$ cat config.mk
export PLATFORM = sky130hd
export DESIGN_NAME = pwr_fail_seq
export DESIGN_NICKNAME = d
export VERILOG_FILES = /design/src/rtl/pfseq_pkg.sv /design/src/rtl/pfseq_span.sv /design/src/rtl/pfseq_burst.sv /design/src/rtl/pwr_fail_seq.sv
export SDC_FILE = /design/constraint.sdc
export NUM_CORES = 1
export LEC_CHECK = 0
export ABC_CLOCK_PERIOD_IN_PS = 5540
export BUFFER_PORTS_ARGS = -buffer_cell sky130_fd_sc_hd__buf_4
export CORE_MARGIN = 1.5
export CORE_UTILIZATION = 64
export DETAILED_ROUTE_END_ITERATION = 8
export PLACE_DENSITY_LB_ADDON = 0.25
export SYNTH_ARGS = -nofsm -noshare
export SYNTH_HDL_FRONTEND = slang
export SYNTH_SLANG_ARGS = --single-unit
$ cat constraint.sdc
create_clock -name clk -period 5.54 [get_ports clk]
set_input_delay 1.385 -clock clk [delete_from_list [all_inputs] [get_ports clk]]
set_output_delay 1.385 -clock clk [all_outputs]
set_load 0.02 [all_outputs]
$ cat src/rtl/pfseq_pkg.sv
package pfseq_pkg;

    typedef enum logic [2:0] {
        ST_OFF,
        ST_WAIT,
        ST_BURST,
        ST_RUN,
        ST_SD_IRQ,
        ST_SD_STOP
    } seq_state_e;

    typedef struct packed {
        logic irq_n;
        logic stop_n;
        logic sysrst_n;
        logic perrst_n;
    } ctl_t;

    localparam ctl_t CTL_ASSERTED = '0;

    // Control lines for a state; the system reset keeps its previous level
    // while shutting down, so an aborted startup never releases it.
    function automatic ctl_t ctl_for(seq_state_e s, logic sys_prev);
        ctl_t c;
        c = CTL_ASSERTED;
        case (s)
            ST_BURST:   begin c.irq_n = 1'b1; c.stop_n = 1'b1; c.perrst_n = 1'b1; end
            ST_RUN:     c = '1;
            ST_SD_IRQ:  begin c.stop_n = 1'b1; c.perrst_n = 1'b1; c.sysrst_n = sys_prev; end
            ST_SD_STOP: begin c.perrst_n = 1'b1; c.sysrst_n = sys_prev; end
            default:    c = CTL_ASSERTED;
        endcase
        return c;
    endfunction

endpackage

$ cat src/rtl/pfseq_span.sv
module pfseq_span #(
    parameter int DIV   = 1000,
    parameter int COUNT = 1000
) (
    input  logic clk,
    input  logic rst,
    input  logic en,
    output logic done
);
    localparam int DW = (DIV   > 1) ? $clog2(DIV)   : 1;
    localparam int CW = (COUNT > 1) ? $clog2(COUNT) : 1;

    logic [DW-1:0] div_q;
    logic [CW-1:0] cnt_q;
    logic          div_end;
    logic          cnt_end;

    assign div_end = (div_q == DW'(DIV - 1));
    assign cnt_end = (cnt_q == CW'(COUNT - 1));
    assign done    = en && div_end && cnt_end;

    always_ff @(posedge clk) begin
        if (rst || !en) begin
            div_q <= '0;
            cnt_q <= '0;
        end else if (div_end) begin
            div_q <= '0;
            cnt_q <= cnt_end ? '0 : cnt_q + 1'b1;
        end else begin
            div_q <= div_q + 1'b1;
        end
    end

    a_r2_span_idle_clear: assert property (@(posedge clk) disable iff (rst)
        !en |=> (div_q == '0 && cnt_q == '0));
endmodule

$ cat src/rtl/pfseq_burst.sv
module pfseq_burst #(
    parameter int HALF   = 50,
    parameter int PULSES = 8
) (
    input  logic clk,
    input  logic rst,
    input  logic en,
    output logic sclk,
    output logic done
);
    localparam int HW = (HALF   > 1) ? $clog2(HALF)   : 1;
    localparam int PW = (PULSES > 1) ? $clog2(PULSES) : 1;

    logic [HW-1:0] half_q;
    logic [PW-1:0] pulse_q;
    logic          phase_q;
    logic          half_end;

    assign half_end = (half_q == HW'(HALF - 1));
    assign sclk     = phase_q;
    assign done     = en && half_end && phase_q && (pulse_q == PW'(PULSES - 1));

    always_ff @(posedge clk) begin
        if (rst || !en) begin
            half_q  <= '0;
            pulse_q <= '0;
            phase_q <= 1'b0;
        end else if (half_end) begin
            half_q  <= '0;
            phase_q <= ~phase_q;
            if (phase_q) pulse_q <= pulse_q + 1'b1;
        end else begin
            half_q <= half_q + 1'b1;
        end
    end

    a_r4_burst_starts_low: assert property (@(posedge clk) disable iff (rst)
        $rose(en) |-> !phase_q);
endmodule

$ cat src/rtl/pwr_fail_seq.sv
module pwr_fail_seq
    import pfseq_pkg::*;
#(
    parameter int TICK_DIV  = 1000,
    parameter int MIN_TICKS = 1000,
    parameter int SCLK_HALF = 50,
    parameter int PULSES    = 8,
    parameter int STOP_DLY  = 256
) (
    input  logic clk,
    input  logic rst,
    input  logic pwr_good,
    output logic irq_n,
    output logic stop_n,
    output logic sysrst_n,
    output logic perrst_n,
    output logic per_sclk
);
    localparam int MIN_CYC = TICK_DIV * MIN_TICKS;
    localparam int RW      = $clog2(MIN_CYC + 2) + 1;

    seq_state_e st_q, st_d;
    ctl_t       ctl_q;
    logic       wait_done, burst_done, dly_done, sclk_raw;

    pfseq_span #(.DIV(TICK_DIV), .COUNT(MIN_TICKS)) i_interval (
        .clk(clk), .rst(rst), .en(st_q == ST_WAIT), .done(wait_done)
    );

    pfseq_span #(.DIV(STOP_DLY), .COUNT(1)) i_stop_delay (
        .clk(clk), .rst(rst), .en(st_q == ST_SD_IRQ), .done(dly_done)
    );

    pfseq_burst #(.HALF(SCLK_HALF), .PULSES(PULSES)) i_burst (
        .clk(clk), .rst(rst), .en(st_q == ST_BURST), .sclk(sclk_raw), .done(burst_done)
    );

    always_comb begin
        st_d = st_q;
        case (st_q)
            ST_OFF:     if (pwr_good) st_d = ST_WAIT;
            ST_WAIT:    if (!pwr_good) st_d = ST_OFF;
                        else if (wait_done) st_d = ST_BURST;
            ST_BURST:   if (!pwr_good) st_d = ST_SD_IRQ;
                        else if (burst_done) st_d = ST_RUN;
            ST_RUN:     if (!pwr_good) st_d = ST_SD_IRQ;
            ST_SD_IRQ:  if (dly_done) st_d = ST_SD_STOP;
            ST_SD_STOP: st_d = ST_OFF;
            default:    st_d = ST_OFF;
        endcase
    end

    always_ff @(posedge clk) begin
        if (rst) begin
            st_q  <= ST_OFF;
            ctl_q <= CTL_ASSERTED;
        end else begin
            st_q  <= st_d;
            ctl_q <= ctl_for(st_d, ctl_q.sysrst_n);
        end
    end

    assign irq_n    = ctl_q.irq_n;
    assign stop_n   = ctl_q.stop_n;
    assign sysrst_n = ctl_q.sysrst_n;
    assign perrst_n = ctl_q.perrst_n;
    assign per_sclk = sclk_raw && (st_q == ST_BURST);

    // Consecutive good-supply edges, used only by the interval check.
    logic [RW-1:0] good_run_q;
    always_ff @(posedge clk) begin
        if (rst || !pwr_good) good_run_q <= '0;
        else if (good_run_q <= RW'(MIN_CYC)) good_run_q <= good_run_q + 1'b1;
    end

    a_r1_reset_asserted: assert property (@(posedge clk)
        rst |=> (!irq_n && !stop_n && !sysrst_n && !perrst_n && !per_sclk));
    a_r2_min_interval: assert property (@(posedge clk) disable iff (rst)
        $rose(stop_n) |-> (good_run_q >= RW'(MIN_CYC)));
    a_r3_sys_held_on_stop_release: assert property (@(posedge clk) disable iff (rst)
        $rose(stop_n) |-> (!sysrst_n && irq_n && perrst_n));
    a_r4_sclk_window: assert property (@(posedge clk) disable iff (rst)
        per_sclk |-> (stop_n && !sysrst_n));
    a_r5_sys_release_last: assert property (@(posedge clk) disable iff (rst)
        $rose(sysrst_n) |-> (stop_n && irq_n && perrst_n && !per_sclk));
    a_r6_stop_after_irq: assert property (@(posedge clk) disable iff (rst)
        $fell(stop_n) |-> !irq_n);
    a_r6_reset_after_stop: assert property (@(posedge clk) disable iff (rst)
        $fell(sysrst_n) |-> (!stop_n && $past(!stop_n)));
    a_r6_run_fail_irq_first: assert property (@(posedge clk) disable iff (rst)
        (st_q == ST_RUN && !pwr_good) |=> (!irq_n && stop_n && sysrst_n && perrst_n));
    a_r7_burst_abort: assert property (@(posedge clk) disable iff (rst)
        (st_q == ST_BURST && !pwr_good) |=> (!irq_n && stop_n && !sysrst_n && !per_sclk));
    a_r8_wait_abort: assert property (@(posedge clk) disable iff (rst)
        (st_q == ST_WAIT && !pwr_good) |=> (st_q == ST_OFF && !stop_n && !perrst_n));
    a_r10_per_before_sys: assert property (@(posedge clk) disable iff (rst)
        $rose(perrst_n) |-> !sysrst_n);
endmodule

==> impl_metrics.csv, run 1 <==
group,metric,value,unit
outcome,run_status,"finished, final reports clean",
cells_and_area,filler_cell_count,206,
cells_and_area,layout-drive-gt1-share,0.100,
cts,worst_setup_hold_path_clk_slew,0.11,ns
sta,final.setup_skew,0.0137,ns
placed_design,gp_routability_congestion,0.782,
sta,worst_slew_margin_rel,0.597,
sta,maxSlewViolCount,0,
floorplanning,std_cell_core_area,0.00283,mm²
worst_setup_path,critical_path_required,4.16,ns
sta,finalHoldViolations,0,
power_and_ir_drop,total_leakage_power,0.703,nW
synthesis,synthCells,216,
synthesis,synth_compound_area_frac,0.0771,
worst_setup_path,start_kind,"register",
synthesis,ys_async_sr_fraction,0,
floorplanning,die_outline_area,0.00341,mm²
sta,fin_crit_sh,0.509,
worst_setup_path,critical_path.max_fanout,6,
synthesis,synth_xor_xnor_area_share,0.116,
routing,routed_wl_per_cell,14.1,µm
synthesis,synth_top_cells_by_area,"sky130_fd_sc_hd__dfxtp_1, sky130_fd_sc_hd__xnor2_1, sky130_fd_sc_hd__nor2_1, sky130_fd_sc_hd__ha_1, sky130_fd_sc_hd__xor2_1",
worst_setup_path,cp_data_arrival_time,1.44,ns
routing,drt-pass1-iter-count,4,
floorplanning,die_h,58.4,µm
routing,ant_nets,0,
synthesis,dominant_combinational_cell_family_by_area_after_synthesis,"simple AND/OR/NAND/NOR gates",
synthesis,post_synth_cell_types,40,
routing,totalWireLength,3.66,mm
worst_setup_path,rrSetupSlack,3.55,ns
cells_and_area,area_growth_from_synthesis_to_layout,7.46,%
hold_path,min_from,"i_stop_delay.div_q[0]",
placed_design,place.detailed.hpwl,2.66,mm
grt,grt_antenna_before_repair,0,
routing,avgViaCountPerCell,5.92,
synthesis,synth_common_cells,"sky130_fd_sc_hd__dfxtp_1, sky130_fd_sc_hd__nor2_1, sky130_fd_sc_hd__xnor2_1",
placed_design,dpl.cell_count,252,
floorplanning,initial_core_util,0.694,
synthesis,yosysSeqAreaShare,0.459,
cts,cts-buffers-inserted,5,
cells_and_area,finalNetCount,238,
power_and_ir_drop,worst_ir_drop_vdd,202,µV
worst_setup_path,cells_on_worst_reg2reg_path,4,
cts,hold_buffers,0,
cts,clk-insertion-delay-late,0.36,ns
worst_setup_path,reg2reg_to,"i_interval.cnt_q[9]",
cts,cts_setup_buffers,0,
synthesis,yosys.cell_count.top_type,"sky130_fd_sc_hd__dfxtp_1",
hold_path,holdCritPathClass,"register to register",
grt,overflow,0,
cts,clockBufferDepth,2,
placed_design,numPortBuffers,7,
synthesis,synth-simple-area-share,0.272,
synthesis,postSynth.topFlopCell,"sky130_fd_sc_hd__dfxtp_1",
sta,fmaxAchievable,355,MHz
synthesis,synth_enable_flop_cells,0,
cells_and_area,post_layout_nonfiller_instances,260,
cts,post_cts.resized_instances,0,
power_and_ir_drop,power_per_cell_area,242,mW/mm²
synthesis,synth.area.mux_share,0.0102,
hold_path,min_delay_path_depth,1,
grt,grt_max_degree,14,
synthesis,syn_area,0.00196,mm²
routing,remaining_drc_errors,0,
sta,rsz0062_at_grt,"no",
worst_setup_path,regToRegStartpoint,"i_interval.div_q[4]",
sta,worst_slew_pin_slew,0.598,ns
grt,first_global_vias,1572,
worst_setup_path,timing_worst_setup_path_type,"register to output port",
floorplanning,chipWidth,58.4,µm
synthesis,net_count_after_synthesis,226,
floorplanning,ios,8,
grt,grt_first_pass_wirelength,6.44,mm
hold_path,holdPathEnd,"i_stop_delay.div_q[0]",
worst_setup_path,worstSetupEndpointType,"output port",
sta,setup_total_negative_slack,0,ns
cts,tritoncts,"done",
cts,ctsRootBufferMaster,"sky130_fd_sc_hd__clkbuf_4",
sta,final.min_clock_period,2.82,ns
cts,htree_levels,2,
synthesis,cell_taking_the_most_area_after_synthesis,"sky130_fd_sc_hd__dfxtp_1",
sta,setup_viols_final,0,
synthesis,synth-adder-area-share,0.0446,
routing,routed-via-count,1539,
synthesis,ys_warn_count,0,
cts,cts.sink_count,45,
run,cap_violations,0,
routing,drt_first_iter_violations,56,
synthesis,synth-seq-cells,45,
cells_and_area,n_antenna_cell,0,
grt,grt_util_all_layers,0.249,
synthesis,post-synth-top-area-fraction,0.459,
floorplanning,core.rowCount,19,
synthesis,post_synth.cell_area_avg,9.09,µm²
==> worst max path at each step <==
stage / start / to / slack [ns] / cells after the start
final: st_q[1] / per_sclk / 2.72 / 3
after global routing: st_q[1] / per_sclk / 2.64 / 3
after CTS: st_q[1] / per_sclk / 2.74 / 3
after detailed placement: pwr_good / sysrst_n / 2.94 / 5
after global placement: pwr_good / sysrst_n / 3.00 / 5
after floorplan: pwr_good / sysrst_n / 3.16 / 4
==> cell families after synthesis <==
| family | after synthesis |
|---|---|
| flip-flops | 45 |
| buffers and inverters | 9 |
| AND/OR/NAND/NOR | 105 |
| AO/OA/AOI/OAI | 22 |
| multiplexers | 2 |
| adder cells (fa/ha/maj) | 7 |
| XOR/XNOR | 26 |
==> per-stage QoR <==
step / power [mW] / hold slack [ns] / util / worst slack [ns] / area (µm²)
finish: 0.510 / 0.456 / 0.746 / 2.72 / 2110
global route: 0.529 / 0.481 / 0.746 / 2.64 / 2110
CTS: 0.515 / 0.462 / 0.746 / 2.74 / 2110
detailed placement: 0.343 / 0.438 / 0.721 / 2.94 / 2040
global placement: 0.342 / 0.427 / 0.721 / 3.00 / 2040
floorplan: 0.339 / 0.418 / - / 3.16 / 1960
==> layout make-up <==
type | count | area, µm² | area share
inverters | 7 | 26.3 | 0.0125
repair buffers | 7 | 52.6 | 0.0249
multi-input cells | 162 | 1020 | 0.484
clock buffers | 7 | 65.1 | 0.0308
well taps | 31 | 38.8 | 0.0184
clock inverters | 1 | 5.00 | 0.00237
flip-flops and latches | 45 | 901 | 0.427
==> layout by cell type, fill, tap and decap left out, types with 4 or more instances in the layout <==
cell,instances
sky130_fd_sc_hd__clkbuf_4,5
sky130_fd_sc_hd__nor2_1,39
sky130_fd_sc_hd__a21oi_1,5
sky130_fd_sc_hd__nand3_1,14
sky130_fd_sc_hd__inv_1,7
sky130_fd_sc_hd__or3_1,4
sky130_fd_sc_hd__xnor2_1,17
sky130_fd_sc_hd__nor3_1,7
sky130_fd_sc_hd__nand4_1,4
sky130_fd_sc_hd__ha_1,7
sky130_fd_sc_hd__nand2_1,12
sky130_fd_sc_hd__dfxtp_1,45
sky130_fd_sc_hd__buf_4,7
sky130_fd_sc_hd__xor2_1,9
sky130_fd_sc_hd__nor4_1,5
==> report_power, final <==
part | internal [mW] | leakage (nW) | total (mW) | switching (mW)
clock | 0.0736 | 0.0413 | 0.174 | 0.101
sequential | 0.324 | 0.363 | 0.326 | 0.00101
combinational | 0.00381 | 0.299 | 0.0102 | 0.00637
==> layer usage <==
metal,vias up,GRT usage,wire length [µm],part of all wire
met5,-,0,0,0
li1,773,-,-,-
met2,34,0.419,1760,0.48
met3,14,0.0769,135,0.037
met1,718,0.286,1650,0.45
met4,0,0.120,120,0.033
==> worst max-delay path, cell delays in order (launching register included) <==
cell	delay, ns
sky130_fd_sc_hd__dfxtp_1	0.43
sky130_fd_sc_hd__nor2b_1	0.30
sky130_fd_sc_hd__and3b_1	0.21
sky130_fd_sc_hd__buf_4	0.14
==> flip-flops by register name, indices dropped and copies added (netlist names) <==
register,flops
i_burst.half_q,6
i_burst.pulse_q,3
i_burst.sclk,1
i_interval.cnt_q,10
i_interval.div_q,10
i_stop_delay.div_q,8
irq_n,1
perrst_n,1
st_q,3
stop_n,1
sysrst_n,1
Note: power is estimated with default switching activity, not from simulation.
==> run 2, diff against run 1 <==
Settings changed: ABC_CLOCK_PERIOD_IN_PS 5540 to 2300, CORE_UTILIZATION 64 to 54.
Clock period 5.54 ns to 2.3 ns, I/O delays scaled along.
==> impl_metrics.csv, run 2 (synthesized netlist as in run 1, its figures left out) <==
group,metric,value,unit
cts,htree_levels,2,
cells_and_area,n_antenna_cell,0,
routing,totalWireLength,3.22,mm
cts,clk-insertion-delay-late,0.35,ns
sta,rsz0062_at_grt,"no",
sta,setup_total_negative_slack,0,ns
grt,grt_antenna_before_repair,0,
cts,worst_setup_hold_path_clk_slew,0.12,ns
routing,routed_wl_per_cell,11.7,µm
cells_and_area,post-route-cell-area,0.00211,mm²
cts,cts_setup_buffers,0,
routing,drt-pass1-iter-count,4,
cts,ctsRootBufferMaster,"sky130_fd_sc_hd__clkbuf_4",
placed_design,place.detailed.hpwl,2.45,mm
grt,overflow,0,
power_and_ir_drop,clock_power_share,0.300,
grt,grt_util_all_layers,0.189,
worst_setup_path,timing_worst_setup_path_type,"register to output port",
power_and_ir_drop,sequentialPowerShare,0.679,
floorplanning,die_h,63.3,µm
cts,post_cts.resized_instances,0,
worst_setup_path,start_kind,"register",
floorplanning,initial_core_util,0.575,
cts,cts.sink_count,45,
routing,remaining_drc_errors,0,
cells_and_area,finalNetCount,238,
cts,cts-buffers-inserted,5,
sta,setup_viols_final,0,
grt,first_global_vias,1436,
cells_and_area,layout_commonest_cell,"sky130_fd_sc_hd__dfxtp_1",
sta,worst_slew_margin_rel,0.611,
power_and_ir_drop,worst_ir_drop_vdd,337,µV
run,cap_violations,0,
cts,clockBufferDepth,2,
routing,routed-via-count,1474,
cells_and_area,filler_cell_count,316,
worst_setup_path,cp_data_arrival_time,1.38,ns
power_and_ir_drop,power.internal,0.913,mW
placed_design,numPortBuffers,7,
routing,drt_first_iter_violations,51,
cts,hold_buffers,0,
floorplanning,ios,8,
placed_design,place_area,0.00206,mm²
floorplanning,std_cell_core_area,0.00342,mm²
routing,ant_nets,0,
power_and_ir_drop,power_per_cell_area,548,mW/mm²
floorplanning,die_outline_area,0.00401,mm²
cts,tritoncts,"done",
sta,finalHoldViolations,0,
power_and_ir_drop,power.share.combinational,0.021,
cells_and_area,multi_input_logic_area,0.00102,mm²
cells_and_area,sequential_cell_area,901,µm²
sta,maxSlewViolCount,0,
worst_setup_path,rrSetupSlack,0.34,ns
placed_design,gp_routability_congestion,0.793,
power_and_ir_drop,p_sw,0.241,mW
cells_and_area,largestRegisters,"i_interval.cnt_q (10), i_interval.div_q (10), i_stop_delay.div_q (8)",
cells_and_area,layout-drive-gt1-share,0.0873,
sta,fin_crit_sh,0.852,
floorplanning,core.rowCount,21,
worst_setup_path,critical_path.max_fanout,6,
power_and_ir_drop,total_leakage_power,0.688,nW
cells_and_area,final_cell_mix,"sky130_fd_sc_hd__dfxtp_1, sky130_fd_sc_hd__nor2_1, sky130_fd_sc_hd__xnor2_1",
sta,fmaxAchievable,510,MHz
grt,grt_max_degree,13,
routing,avgViaCountPerCell,5.36,
sta,worst_slew_pin_slew,0.579,ns
worst_setup_path,critical_path_required,1.73,ns
grt,grt_first_pass_wirelength,6.00,mm
floorplanning,chipWidth,63.3,µm
sta,final.setup_skew,0.00962,ns
power_and_ir_drop,sw_frac_of_total,0.209,
hold_path,holdCritPathClass,"primary input to register",
worst_setup_path,worstSetupEndpointType,"output port",
outcome,run_status,"finished, final reports clean",
sta,final.min_clock_period,1.96,ns
cells_and_area,area_growth_from_synthesis_to_layout,7.33,%
[run 2: cell count changes in the layout (fill, tap and decap cells not counted), sizes merged]
cell / previous run / this run
clkbuf: 7 / 8
clkinv: 1 / 0
[run 2: stage by stage]
stage	utilization	setup WS [ns]	cells	hold WS (ns)	total power, mW
floorplan	-	0.438	216	0.418	0.817
global placement	0.603	0.410	267	0.430	0.826
detailed placement	0.603	0.370	267	0.442	0.826
CTS	0.617	0.321	275	0.405	1.17
global route	0.617	0.167	275	0.395	1.21
finish	0.617	0.341	275	0.406	1.15
[run 2: area by class of cell]
class | instances | area share
clock buffer | 8 | 0.0232
inverter | 7 | 0.0125
multi-input combinational | 162 | 0.485
sequential | 45 | 0.428
tap | 46 | 0.0273
timing repair buffer | 7 | 0.0249
[run 2: worst paths after layout]
| path | start | endpoint | cells past startpoint |
|---|---|---|---|
| setup / recovery | st_q[1] | per_sclk | 3 |
| hold / removal | rst | st_q[0] | 2 |
| setup reg to reg | i_interval.div_q[4] | i_interval.cnt_q[7] | 4 |
| hold reg to reg | i_interval.div_q[0] | i_interval.div_q[0] | 1 |
[run 2: power groups by stage]
stage               Sequential (mW)  Combinational (mW)  Clock [mW]
floorplan                     0.801              0.0161           0
global placement              0.801              0.0247           0
detailed placement            0.801              0.0247           0
CTS                           0.784              0.0249       0.359
global route                  0.785              0.0283       0.394
finish                        0.783              0.0245       0.346
[run 2: worst max-delay path: stages, from the launching register on]
cell	delay (ns)
sky130_fd_sc_hd__dfxtp_1	0.43
sky130_fd_sc_hd__nor2b_1	0.27
sky130_fd_sc_hd__and3b_1	0.20
sky130_fd_sc_hd__buf_4	0.14
[run 2: per-layer routing]
| metal | vias to the layer above | track usage | part of all wire |
|---|---|---|---|
| li1 | 775 | - | - |
| met1 | 684 | 0.225 | 0.50 |
| met2 | 8 | 0.322 | 0.46 |
| met3 | 7 | 0.0536 | 0.018 |
| met4 | 0 | 0.0734 | 0.021 |
| met5 | - | 0 | 0 |
==> run 3, diff against run 2 <==
Settings changed: ABC_CLOCK_PERIOD_IN_PS 2300 to 2400, CORE_UTILIZATION 54 to 64.
Clock period 2.3 ns to 2.4 ns, I/O delays scaled along.
==> impl_metrics.csv, run 3 (synthesized netlist as in run 1, its figures left out) <==
group,metric,value,unit
cells_and_area,final_cell_mix,"sky130_fd_sc_hd__dfxtp_1, sky130_fd_sc_hd__nor2_1, sky130_fd_sc_hd__xnor2_1",
sta,worst_slew_pin_slew,0.555,ns
floorplanning,std_cell_core_area,0.00283,mm²
cells_and_area,filler_cell_count,218,
cts,hold_buffers,0,
cells_and_area,layout_commonest_cell,"sky130_fd_sc_hd__dfxtp_1",
sta,setup_total_negative_slack,0,ns
routing,remaining_drc_errors,0,
worst_setup_path,critPathMaxStageDelay,0.42,ns
worst_setup_path,cells_on_worst_reg2reg_path,4,
routing,drt_first_iter_violations,60,
worst_setup_path,critical-path-top-delay-family,"simple AND/OR/NAND/NOR gates",
cts,clockBufferDepth,2,
worst_setup_path,worstSetupEndpointType,"output port",
cells_and_area,sequential_cell_area,901,µm²
cts,ctsRootBufferMaster,"sky130_fd_sc_hd__clkbuf_4",
routing,totalWireLength,3.54,mm
sta,worst_slew_margin_rel,0.627,
cts,post_cts.resized_instances,0,
cells_and_area,layout-drive-gt1-share,0.0873,
run,cap_violations,0,
floorplanning,core.rowCount,19,
cts,htree_levels,2,
grt,grt_max_degree,13,
cts,cts.sink_count,45,
cts,clk-insertion-delay-late,0.36,ns
grt,grt_first_pass_wirelength,6.17,mm
sta,rsz0062_at_grt,"no",
placed_design,place.detailed.hpwl,2.64,mm
cells_and_area,finalNetCount,238,
worst_setup_path,rrSetupSlack,0.43,ns
placed_design,numPortBuffers,7,
worst_setup_path,cp_data_arrival_time,1.46,ns
floorplanning,die_h,58.4,µm
placed_design,dpl.cell_count,252,
worst_setup_path,timing_worst_setup_path_type,"register to output port",
cells_and_area,post_layout_nonfiller_instances,260,
sta,setup_viols_final,0,
cells_and_area,largestRegisters,"i_interval.cnt_q (10), i_interval.div_q (10), i_stop_delay.div_q (8)",
floorplanning,chipWidth,58.4,µm
sta,fin_crit_sh,0.857,
worst_setup_path,regToRegStartpoint,"i_interval.div_q[4]",
power_and_ir_drop,power_per_cell_area,539,mW/mm²
cts,worst_setup_hold_path_clk_slew,0.12,ns
cts,tritoncts,"done",
worst_setup_path,worstPathCellList,"nor2b_1 -> and3b_1 -> buf_4",
worst_setup_path,reg2reg_to,"i_interval.cnt_q[9]",
hold_path,holdCritPathClass,"primary input to register",
routing,ant_nets,0,
cts,cts-buffers-inserted,5,
sta,final.setup_skew,0.00897,ns
cells_and_area,n_antenna_cell,0,
placed_design,gp_routability_congestion,0.805,
worst_setup_path,critical_path.max_fanout,6,
cells_and_area,multi_input_logic_area,0.00102,mm²
grt,overflow,0,
cts,cts_setup_buffers,0,
grt,grt_antenna_before_repair,0,
routing,drt-pass1-iter-count,4,
sta,maxSlewViolCount,0,
grt,grt_util_all_layers,0.234,
worst_setup_path,critical_path_depth,3,
worst_setup_path,timing.critical_path.from,"st_q[1]",
cells_and_area,area_growth_from_synthesis_to_layout,6.37,%
power_and_ir_drop,worst_ir_drop_vdd,471,µV
power_and_ir_drop,total_leakage_power,0.688,nW
worst_setup_path,critical_path_required,1.80,ns
placed_design,place_area,0.00204,mm²
floorplanning,die_outline_area,0.00341,mm²
grt,first_global_vias,1475,
sta,finalHoldViolations,0,
sta,fmaxAchievable,486,MHz
worst_setup_path,start_kind,"register",
routing,avgViaCountPerCell,5.83,
worst_setup_path,crit_end,"per_sclk",
routing,routed-via-count,1516,
worst_setup_path,cp.buffers_inverters,1,
floorplanning,initial_core_util,0.694,
cells_and_area,post-route-cell-area,0.00209,mm²
worst_setup_path,critical_path.slowest_cell,"sky130_fd_sc_hd__dfxtp_1",
sta,final.min_clock_period,2.06,ns
routing,routed_wl_per_cell,13.6,µm
outcome,run_status,"finished, final reports clean",
floorplanning,ios,8,
-- run 3: where the power goes --
group | internal, mW | switching, mW
clock | 0.117 | 0.233
combinational | 0.00879 | 0.0145
sequential | 0.749 | 0.00218
-- run 3: final cells by class --
class / count / area share
clock buffers: 8 / 0.0234
inverters: 7 / 0.0126
multi-input cells: 162 / 0.489
flip-flops and latches: 45 / 0.431
well taps: 31 / 0.0186
repair buffers: 7 / 0.0252
-- run 3: through the flow --
step | utilization | power, mW | worst slack [ns] | hold WS, ns
3_5_place_dp | 0.721 | 0.791 | 0.455 | 0.445
6_report | 0.738 | 1.12 | 0.343 | 0.439
4_1_cts | 0.738 | 1.13 | 0.362 | 0.435
2_1_floorplan | - | 0.783 | 0.538 | 0.418
3_3_place_gp | 0.721 | 0.790 | 0.516 | 0.427
5_1_grt | 0.738 | 1.16 | 0.285 | 0.432
-- run 3: metal layers --
| metal | part of all wire | global-route usage | up-vias |
|---|---|---|---|
| li1 | - | - | 772 |
| met1 | 0.45 | 0.290 | 708 |
| met2 | 0.50 | 0.401 | 29 |
| met3 | 0.035 | 0.0659 | 7 |
| met4 | 0.012 | 0.0598 | 0 |
| met5 | 0 | 0 | - |
-- run 3: worst min-delay path by stage --
| stage | cells after the start | startpoint | slack, ns | to |
|---|---|---|---|---|
| finish | 2 | rst | 0.44 | st_q[0] |
| floorplan | 1 | i_interval.div_q[0] | 0.42 | i_interval.div_q[0] |
| detailed placement | 1 | i_interval.div_q[0] | 0.44 | i_interval.div_q[0] |
| global placement | 1 | i_stop_delay.div_q[0] | 0.43 | i_stop_delay.div_q[0] |
| global route | 2 | rst | 0.43 | st_q[0] |
| CTS | 2 | rst | 0.44 | st_q[0] |
